## config.mk

```make
export PLATFORM = sky130hd
export DESIGN_NAME = trace_sequencer
export DESIGN_NICKNAME = d
export VERILOG_FILES = /design/src/rtl/seq_pkg.sv /design/src/rtl/seq_evt_sel.sv /design/src/rtl/seq_ctrl_regs.sv /design/src/rtl/seq_fsm.sv /design/src/rtl/trace_sequencer.sv
export SDC_FILE = /design/constraint.sdc
export NUM_CORES = 1
export LEC_CHECK = 0
export BUFFER_PORTS_ARGS = -buffer_cell sky130_fd_sc_hd__buf_2
export CAP_MARGIN = 20
export CORE_UTILIZATION = 50
export CTS_BUF_LIST = sky130_fd_sc_hd__clkbuf_2 sky130_fd_sc_hd__clkbuf_4 sky130_fd_sc_hd__clkbuf_8
export CTS_CLUSTER_DIAMETER = 80
export CTS_CLUSTER_SIZE = 40
export DETAILED_ROUTE_END_ITERATION = 8
export PLACE_DENSITY = 0.74
export SLEW_MARGIN = 20
export SYNTH_ARGS = -nofsm -noshare
export SYNTH_HDL_FRONTEND = slang
export SYNTH_HIERARCHICAL = 1
export SYNTH_SLANG_ARGS = --single-unit
```

## constraint.sdc

```tcl
create_clock -name clk -period 3.4 [get_ports clk]
set_clock_uncertainty 0.2 [all_clocks]
set_input_delay 0.51 -clock clk [delete_from_list [all_inputs] [get_ports clk]]
set_output_delay 0.51 -clock clk [all_outputs]
set_load 0.005 [all_outputs]
```

## src/rtl/seq_pkg.sv

```systemverilog
package seq_pkg;

    localparam int SEQ_N_TRANS   = 3;
    localparam int SEQ_N_SINGLE  = 32;
    localparam int SEQ_N_PAIR    = 16;
    localparam int SEQ_SEL_W     = $clog2(SEQ_N_SINGLE);
    localparam int SEQ_PAIR_W    = $clog2(SEQ_N_PAIR);
    localparam int SEQ_DATA_W    = 32;
    localparam int SEQ_ADDR_W    = 2;

    // bit positions decoded by software
    localparam int SEQ_FSEL_LSB  = 0;
    localparam int SEQ_FTYPE_BIT = 7;
    localparam int SEQ_BSEL_LSB  = 8;
    localparam int SEQ_BTYPE_BIT = 15;

    typedef enum logic [1:0] {
        SEQ_S0 = 2'd0,
        SEQ_S1 = 2'd1,
        SEQ_S2 = 2'd2,
        SEQ_S3 = 2'd3
    } seq_state_e;

    typedef struct packed {
        logic                 btype;
        logic [SEQ_SEL_W-1:0] bsel;
        logic                 ftype;
        logic [SEQ_SEL_W-1:0] fsel;
    } seq_cfg_t;

    localparam int SEQ_CFG_W = $bits(seq_cfg_t);

endpackage

```

## src/rtl/seq_evt_sel.sv

```systemverilog
module seq_evt_sel
    import seq_pkg::*;
#(
    parameter int N_SINGLE = SEQ_N_SINGLE,
    parameter int N_PAIR   = SEQ_N_PAIR
) (
    input  logic                        typ,
    input  logic [$clog2(N_SINGLE)-1:0] sel,
    input  logic [N_SINGLE-1:0]         single,
    input  logic [N_PAIR-1:0]           pair,
    output logic                        fire
);
    localparam int PW = $clog2(N_PAIR);

    logic [PW-1:0] pidx;

    always_comb begin
        pidx = sel[PW-1:0];
        fire = 1'b0;
        if (typ) begin
            // pair 0 is not a valid source
            if (pidx != '0) fire = pair[pidx];
        end else begin
            // single 0 is tied false
            if (sel != '0) fire = single[sel];
        end
    end

endmodule

```

## src/rtl/seq_ctrl_regs.sv

```systemverilog
module seq_ctrl_regs
    import seq_pkg::*;
#(
    parameter int N_TRANS = SEQ_N_TRANS,
    parameter int DATA_W  = SEQ_DATA_W,
    parameter int ADDR_W  = SEQ_ADDR_W
) (
    input  logic                       clk,
    input  logic                       rst,
    input  logic                       idle,
    input  logic                       wr_en,
    input  logic [ADDR_W-1:0]          addr,
    input  logic [DATA_W-1:0]          wdata,
    output logic [DATA_W-1:0]          rdata,
    output logic [N_TRANS*SEQ_CFG_W-1:0] cfg_flat
);
    seq_cfg_t cfg_q [N_TRANS];

    function automatic seq_cfg_t unpack_word(input logic [DATA_W-1:0] w);
        seq_cfg_t c;
        c.fsel  = w[SEQ_FSEL_LSB +: SEQ_SEL_W];
        c.ftype = w[SEQ_FTYPE_BIT];
        c.bsel  = w[SEQ_BSEL_LSB +: SEQ_SEL_W];
        c.btype = w[SEQ_BTYPE_BIT];
        return c;
    endfunction

    function automatic logic [DATA_W-1:0] pack_word(input seq_cfg_t c);
        logic [DATA_W-1:0] w;
        w = '0;
        w[SEQ_FSEL_LSB +: SEQ_SEL_W] = c.fsel;
        w[SEQ_FTYPE_BIT]             = c.ftype;
        w[SEQ_BSEL_LSB +: SEQ_SEL_W] = c.bsel;
        w[SEQ_BTYPE_BIT]             = c.btype;
        return w;
    endfunction

    generate
        for (genvar i = 0; i < N_TRANS; i++) begin : g_reg
            always_ff @(posedge clk) begin
                if (rst) begin
                    cfg_q[i] <= '0;
                end else if (wr_en && idle && (addr == ADDR_W'(i))) begin
                    cfg_q[i] <= unpack_word(wdata);
                end
            end
            assign cfg_flat[i*SEQ_CFG_W +: SEQ_CFG_W] = cfg_q[i];
        end
    endgenerate

    always_comb begin
        rdata = '0;
        for (int i = 0; i < N_TRANS; i++) begin
            if (addr == ADDR_W'(i)) rdata = pack_word(cfg_q[i]);
        end
    end

endmodule

```

## src/rtl/seq_fsm.sv

```systemverilog
module seq_fsm
    import seq_pkg::*;
#(
    parameter int N_TRANS = SEQ_N_TRANS
) (
    input  logic               clk,
    input  logic               rst,
    input  logic [N_TRANS-1:0] fwd_ev,
    input  logic [N_TRANS-1:0] bwd_ev,
    output logic [1:0]         state_o
);
    typedef enum logic [2:0] {
        TR_HOLD, TR_ADV01, TR_ADV12, TR_ADV23, TR_RET10, TR_RET21, TR_RET32
    } seq_tr_e;

    seq_state_e state_q, state_d;
    seq_tr_e    tr;

    // transition choice
    always_comb begin
        tr = TR_HOLD;
        unique case (state_q)
            SEQ_S0: if (fwd_ev[0]) tr = TR_ADV01;
            SEQ_S1: begin
                if (fwd_ev[1] && !bwd_ev[0])      tr = TR_ADV12;
                else if (bwd_ev[0] && !fwd_ev[1]) tr = TR_RET10;
            end
            SEQ_S2: begin
                if (fwd_ev[2] && !bwd_ev[1])      tr = TR_ADV23;
                else if (bwd_ev[1] && !fwd_ev[2]) tr = TR_RET21;
            end
            SEQ_S3: if (bwd_ev[2]) tr = TR_RET32;
            default: tr = TR_HOLD;
        endcase
    end

    always_comb begin
        unique case (tr)
            TR_ADV01: state_d = SEQ_S1;
            TR_ADV12: state_d = SEQ_S2;
            TR_ADV23: state_d = SEQ_S3;
            TR_RET10: state_d = SEQ_S0;
            TR_RET21: state_d = SEQ_S1;
            TR_RET32: state_d = SEQ_S2;
            default:  state_d = state_q;
        endcase
    end

    // state register
    always_ff @(posedge clk) begin
        if (rst) state_q <= SEQ_S0;
        else     state_q <= state_d;
    end

    // outputs
    always_comb begin
        state_o = state_q;
    end

endmodule

```

## src/rtl/trace_sequencer.sv

```systemverilog
module trace_sequencer
    import seq_pkg::*;
(
    input  logic        clk,
    input  logic        rst,
    input  logic        idle,
    input  logic        wr_en,
    input  logic [1:0]  addr,
    input  logic [31:0] wdata,
    output logic [31:0] rdata,
    input  logic [31:0] res_single,
    input  logic [15:0] res_pair,
    output logic [1:0]  state
);
    logic [SEQ_N_TRANS*SEQ_CFG_W-1:0] cfg_flat;
    logic [SEQ_N_TRANS-1:0]           fwd_ev;
    logic [SEQ_N_TRANS-1:0]           bwd_ev;

    seq_ctrl_regs #(
        .N_TRANS (SEQ_N_TRANS),
        .DATA_W  (SEQ_DATA_W),
        .ADDR_W  (SEQ_ADDR_W)
    ) u_regs (
        .clk      (clk),
        .rst      (rst),
        .idle     (idle),
        .wr_en    (wr_en),
        .addr     (addr),
        .wdata    (wdata),
        .rdata    (rdata),
        .cfg_flat (cfg_flat)
    );

    generate
        for (genvar n = 0; n < SEQ_N_TRANS; n++) begin : g_evt
            seq_cfg_t c;
            assign c = cfg_flat[n*SEQ_CFG_W +: SEQ_CFG_W];

            seq_evt_sel #(.N_SINGLE(SEQ_N_SINGLE), .N_PAIR(SEQ_N_PAIR)) u_fwd (
                .typ    (c.ftype),
                .sel    (c.fsel),
                .single (res_single),
                .pair   (res_pair),
                .fire   (fwd_ev[n])
            );

            seq_evt_sel #(.N_SINGLE(SEQ_N_SINGLE), .N_PAIR(SEQ_N_PAIR)) u_bwd (
                .typ    (c.btype),
                .sel    (c.bsel),
                .single (res_single),
                .pair   (res_pair),
                .fire   (bwd_ev[n])
            );
        end
    endgenerate

    seq_fsm #(.N_TRANS(SEQ_N_TRANS)) u_fsm (
        .clk     (clk),
        .rst     (rst),
        .fwd_ev  (fwd_ev),
        .bwd_ev  (bwd_ev),
        .state_o (state)
    );

endmodule

```

### Word-level counts from Yosys, hierarchy flattened

Memories as Yosys holds them, arrays and structs flattened.
Index checks and enable logic that the tools add are counted.
W data, S select, Z words.

| word-level totals | value |
|---|---|
| register bits after elaboration | 2 |
| RAM bits | 36 |
| output and inout port bits | 34 |
| word-level logic and storage cells | 124 |
| memories | 1 |

Memories:

| memory | words | bits a word | rd ports | clocked after memory_dff | wr ports | line | source |
|---|---|---|---|---|---|---|---|
| u_regs.cfg_q | 3 | 12 | 3 | 0 | 3 | seq_ctrl_regs.sv:17 | `seq_cfg_t cfg_q [N_TRANS];` |

| operators by class | value |
|---|---|
| $lt $le $gt $ge | 12 |
| eq/ne operators | 11 |
| mux-type cells | 67 |
| bitwise gates (word level) | 3 |
| reductions and logical operators | 29 |

Operator list:

| cell | count |
|---|---|
| $mux W16 | 3 |
| $mux W1 | 42 |
| $lt A5 B6 Y1 const B | 6 |
| $mux W12 | 3 |
| $bmux W1 S5 | 6 |
| $lt A4 B5 Y1 const B | 6 |
| $reduce_bool A5 Y1 | 6 |
| $reduce_bool A4 Y1 | 7 |
| $bmux W1 S4 | 6 |
| $mux W3 | 5 |
| $pmux W3 S4 | 1 |
| $eq A3 B3 Y1 const B | 3 |
| $logic_and A1 B1 Y1 | 8 |
| $pmux W2 S4 | 1 |
| $eq A2 B2 Y1 const B | 3 |
| $eq A3 B2 Y1 const B | 2 |
| $eq A2 B1 Y1 const B | 2 |
| $logic_not A1 Y1 | 4 |
| $logic_not A2 Y1 | 2 |
| $reduce_or A2 Y1 | 2 |
| $eq A3 B1 Y1 const B | 1 |
| $or A1 B1 Y1 | 3 |

### Logic depth before layout (Yosys ltp)

An unclocked memory read counts as a cell.

| logic depth | value |
|---|---|
| depth in word-level cells | 13 |
| mapped depth | 15 |
| depth with buffers taken out | 14 |

### Hierarchy

Netlist, hierarchy kept.

By module, submodules not included:

| module | instances | cells an instance | area each (sq um) |
|---|---|---|---|
| seq_evt_sel | 6 | 50 | 470.5 |
| seq_ctrl_regs | 1 | 147 | 1813.0 |
| seq_fsm | 1 | 34 | 271.5 |

### Least setup slack after synthesis

No wires, ideal clock.

| timing path | value |
|---|---|
| path kind | input to register |
| from | in res_pair[7] |
| to | reg u_fsm.state_q[0] (netlist: u_fsm/state_o[0]) |
| arrival time | 2.849 ns |
| data required time | 3.081 ns |
| path slack | 0.232 ns |
| stages on the path | 14 |
| cell sequence | mux4_2 a2bb2oi_1 and4b_1 a31oi_1 nand4_1 inv_1 ha_1 or2b_1 a21o_1 ha_1 inv_1 a311o_1 o211ai_2 o221a_2 |

| between the ends | value |
|---|---|
| cells in the longest elaborated chain, start to end | 12 |

RTL lines:

| what | line | source |
|---|---|---|
| start: declaration | trace_sequencer.sv:12 | `input logic [15:0] res_pair,` |
| $bmux W1 S4 (*) | seq_evt_sel.sv:22 | `if (pidx != '0) fire = pair[pidx];` |
| $mux W1 (implied by the code) (*) | seq_evt_sel.sv:22 |  |
| $mux W1 (*) | seq_evt_sel.sv:22 |  |
| $mux W1 (*) | seq_evt_sel.sv:20 | `if (typ) begin` |
| net fwd_ev[2] | trace_sequencer.sv:16 | `logic [SEQ_N_TRANS-1:0] fwd_ev;` |
| $logic_not A1 Y1 | seq_fsm.sv:30 | `else if (bwd_ev[1] && !fwd_ev[2]) tr = TR_RET21;` |
| $logic_and A1 B1 Y1 | seq_fsm.sv:30 |  |
| $mux W3 | seq_fsm.sv:30 |  |
| $mux W3 (*) | seq_fsm.sv:29 | `if (fwd_ev[2] && !bwd_ev[1]) tr = TR_ADV23;` |
| $pmux W3 S4 (*) | seq_fsm.sv:22 | `unique case (state_q)` |
| $eq A3 B2 Y1 (tied with other cells) | seq_fsm.sv:38 | `unique case (tr)` |
| $reduce_or A2 Y1 (no line) | -- |  |
| $pmux W2 S4 / $reduce_bool A4 Y1 (equally long branches) | -- |  |
| end signal: assignment | seq_fsm.sv:52 | `else state_q <= state_d;` |
| end: declaration | seq_fsm.sv:16 | `seq_state_e state_q, state_d;` |

Mark *: on every way through the listed nets, which the timed path passes. The rest lies on a longest branch. The select of a mux whose other input is x is not followed.
A chain may end at the register's enable or synchronous reset.

==> impl_results.md <==
* Run status: finished with violations
* Failing checks: negative setup slack
* Final setup fails at 2
* Ant diodes at 0
* Initial antenna violation count at 0
* Router iterations before antenna repair at 6
* Final nets at 665
* Count of cell types in the netlist at 43
* Setup_tns at -0.1272 ns
* R2R depth at 13
* Worst-Margin Slew at 0.8934 ns
* Die area at 0.01021 mm2
* Syn_area_per_cell at 10.20 um2
* I/O pins at 120
* Crit. End Element: register
* Root Buffer: clkbuf_8
* Slowest stage delay, CP at 0.57 ns
* Share of the synthesized area in the top cell type at 0.2203
* Sequential fraction of the synthesis area at 0.2285
* Post-route DRC at 0
* Die width at ~100 um
* Mapped Cells at 481
* CTS sink cnt at 38
* H-tree levels at 2
* Detail Route Antenna Nets at 0
* Hold slack at 0.4381 ns
* Yosys warning count at 6
* M3 GR Usage at 0.04924
* Post-synth top area cell: edfxtp_1
* EDFF count, synth at 36
* Hold Path Depth at 3
* Starting Density at 0.5236
* Filler Cell Count at 853
* PwrDens at around 300 mW/mm2
* Vias per cell at between 6 and 7
* DR vias at 4576
* HPWL Detailed at roughly 12000 um
* Routability cong. at 0.9391
* Overall Global Routing Usage at 0.3076
* Highest clock rate at between 200 and 300 MHz
* VDD IR-drop max at 0.0003629 V
* Slew Viols, Final at 0
* Final WL at 15330 um
* FP Rows at 35
* MaxCap Viol Count at 0
* Final Hold Viols at 0
* Period utilisation layout at 1.020
* Hold path endpoint: u_regs/cfg_q[1][10]
* CTS tree: yes
* Routed length per instance at roughly 22 um
* TritonCTS Buffers at 5
* Initial DRC Count at 468
* Post-synthesis register bit count at 38
* Reg clk slew, reported paths at 0.07 ns
* Slew headroom at 0.4032
* Static Leak at around 2.4 nW
* Register-to-register setup slack at -0.07 ns
* R2R Path Start: u_regs/cfg_q[1][6]
* Grt ovf at 0
* Crit path required time at 3.38 ns
* Reg2reg end: u_fsm/state_o[1]
* Min-Delay Path Class: input port to register
* Min Tclk post-route at 3.467 ns
* Die height at around 100 um
* GR Layer Usage met2 at 0.5071
* Fin cells at 703
* Startpoint types: register
* CP arrival at between 3 and 4 ns
* Post-layout util at 0.5939
* Largest net degree at the start of global routing at 22
* Synthesized area at 0.004907 mm2
* Inst Count DP at 690
* Core area at 0.009371 mm2
* Fraction of registers with async set or reset after synthesis at 0
* RSZ-0062 raised after global routing: yes
* M1 GR Usage at 0.3975
* Worst skew pair latency at 0.29 ns
* Most frequent cells in the layout: mux2i_1 (102), buf_2 (78), nor2_1 (48), edfxtp_1 (36), buf_4 (30)
* Synth-to-Final Area Change at 13.41%
* Synth top area cells: edfxtp_1 (22%), mux2i_1 (21%), mux4_1 (9.6%)
* Vias in the first global route at roughly 4300
* Critical Setup Path Class: register to register
* Critical-path top delay cell: mux4_2
* Longest Clk Path Bufs at 2
* Share of cells above drive strength 1 at 0.2631
* Most common cell after layout, fill and taps aside: mux2i_1
* CP cell instances: mux4_2 -> a2bb2oi_2 -> and4b_1 -> a31oi_1 -> nand4_1 -> ha_1 -> or2b_1 -> a21o_1 -> ha_2 -> inv_2 -> a311o_1 -> o211ai_2 -> o221a_2
* Busiest grt layer: met2
* Global-route wire length before repair at 23400 um
* CP max FO at 3
* Fin worst setup slack at -0.06660 ns
* Most used DFF post-synth: edfxtp_1
* Hold path start: wdata[12]
* IO Port Bufs at 78
flip-flops by register name, summed over array words and instances, names as in the netlist:
signal and count:
u_fsm/state_o 2, u_regs/cfg_q 36
metal layers:
layer | part of all wire | wire, um
met4 | 0.037 | 563
met5 | 0 | 0
met3 | 0.088 | 1356
met2 | 0.46 | 7001
met1 | 0.42 | 6411
timing repair:
item | 4_1_cts | 5_1_grt
hold buffers | 0 | 0
pin swaps | 8 | 5
endpoints found under the setup margin | 2 | 2
gates resized for setup | 8 | 6
setup buffers | 1 | 4
worst max-delay path, delay by kind of cell, from the launching register on:
kind | cells | cell delay (ns)
simple gates | 3 | 0.65
fa+ha+maj | 2 | 0.54
buf+inv | 1 | 0.04
mux | 1 | 0.57
flops | 1 | 0.44
compound gates | 6 | 0.92
stage by stage:
step           power (mW)  setup WS, ns  area (um2)
2_1_floorplan       1.101        0.2320        4979
3_3_place_gp        1.336       -0.1381        5423
3_5_place_dp        1.356       -0.2026        5423
4_1_cts             1.667      -0.02259        5517
5_1_grt             1.783       -0.1567        5565
6_report            1.693      -0.06660        5565
synthesized netlist by cell type (7+ instances only):
library cell	number
edfxtp_1	36
nor2b_1	7
a21oi_1	8
nor2_1	48
nand4_1	18
a31oi_1	7
o2bb2ai_1	12
a22oi_1	12
nand3_1	18
mux4_2	12
nand4b_1	12
nand2_1	28
buf_6	7
mux4_1	18
mux2i_1	102
inv_1	13
buf_4	29
how the worst max path moves through the flow:
stage / slack, ns / endpoint / from / cells past startpoint
detailed placement: -0.20 / u_fsm/state_o[1] / res_pair[7] / 15
floorplan: 0.23 / u_fsm/state_o[0] / res_pair[7] / 14
global placement: -0.14 / u_fsm/state_o[1] / res_pair[7] / 14
finish: -0.07 / u_fsm/state_o[1] / u_regs/cfg_q[1][6] / 13
global route: -0.16 / u_fsm/state_o[0] / u_regs/cfg_q[1][6] / 13
CTS: -0.02 / u_fsm/state_o[1] / u_regs/cfg_q[1][6] / 14
where the power goes:
group | switching [mW] | internal (mW)
Sequential | 0.0758 | 0.552
Combinational | 0.391 | 0.375
Clock | 0.150 | 0.149
logic make-up (layout without fill, tap and decap cells):
logic type / Yosys count / in the layout / synth area share
simple gates: 174 / 174 / 0.1945
fa+ha+maj: 6 / 6 / 0.01530
mux: 132 / 132 / 0.3595
other cells: 1 / 20 / 0.0007642
buf+inv: 62 / 136 / 0.09358
flops: 38 / 38 / 0.2285
compound gates: 68 / 68 / 0.1079
final cells by class:
| class | instances | area [um2] | share of cell area |
|---|---|---|---|
| repair buffers | 115 | 738.2 | 0.1326 |
| multi-input cells | 400 | 3408 | 0.6124 |
| flip-flops and latches | 38 | 1121 | 0.2014 |
| clock buffers | 6 | 76.32 | 0.01371 |
| clock inverters | 2 | 8.758 | 0.001574 |
| well taps | 129 | 161.4 | 0.02900 |
| inverters | 13 | 51.30 | 0.009218 |
Power figures use the tool's default switching activity.
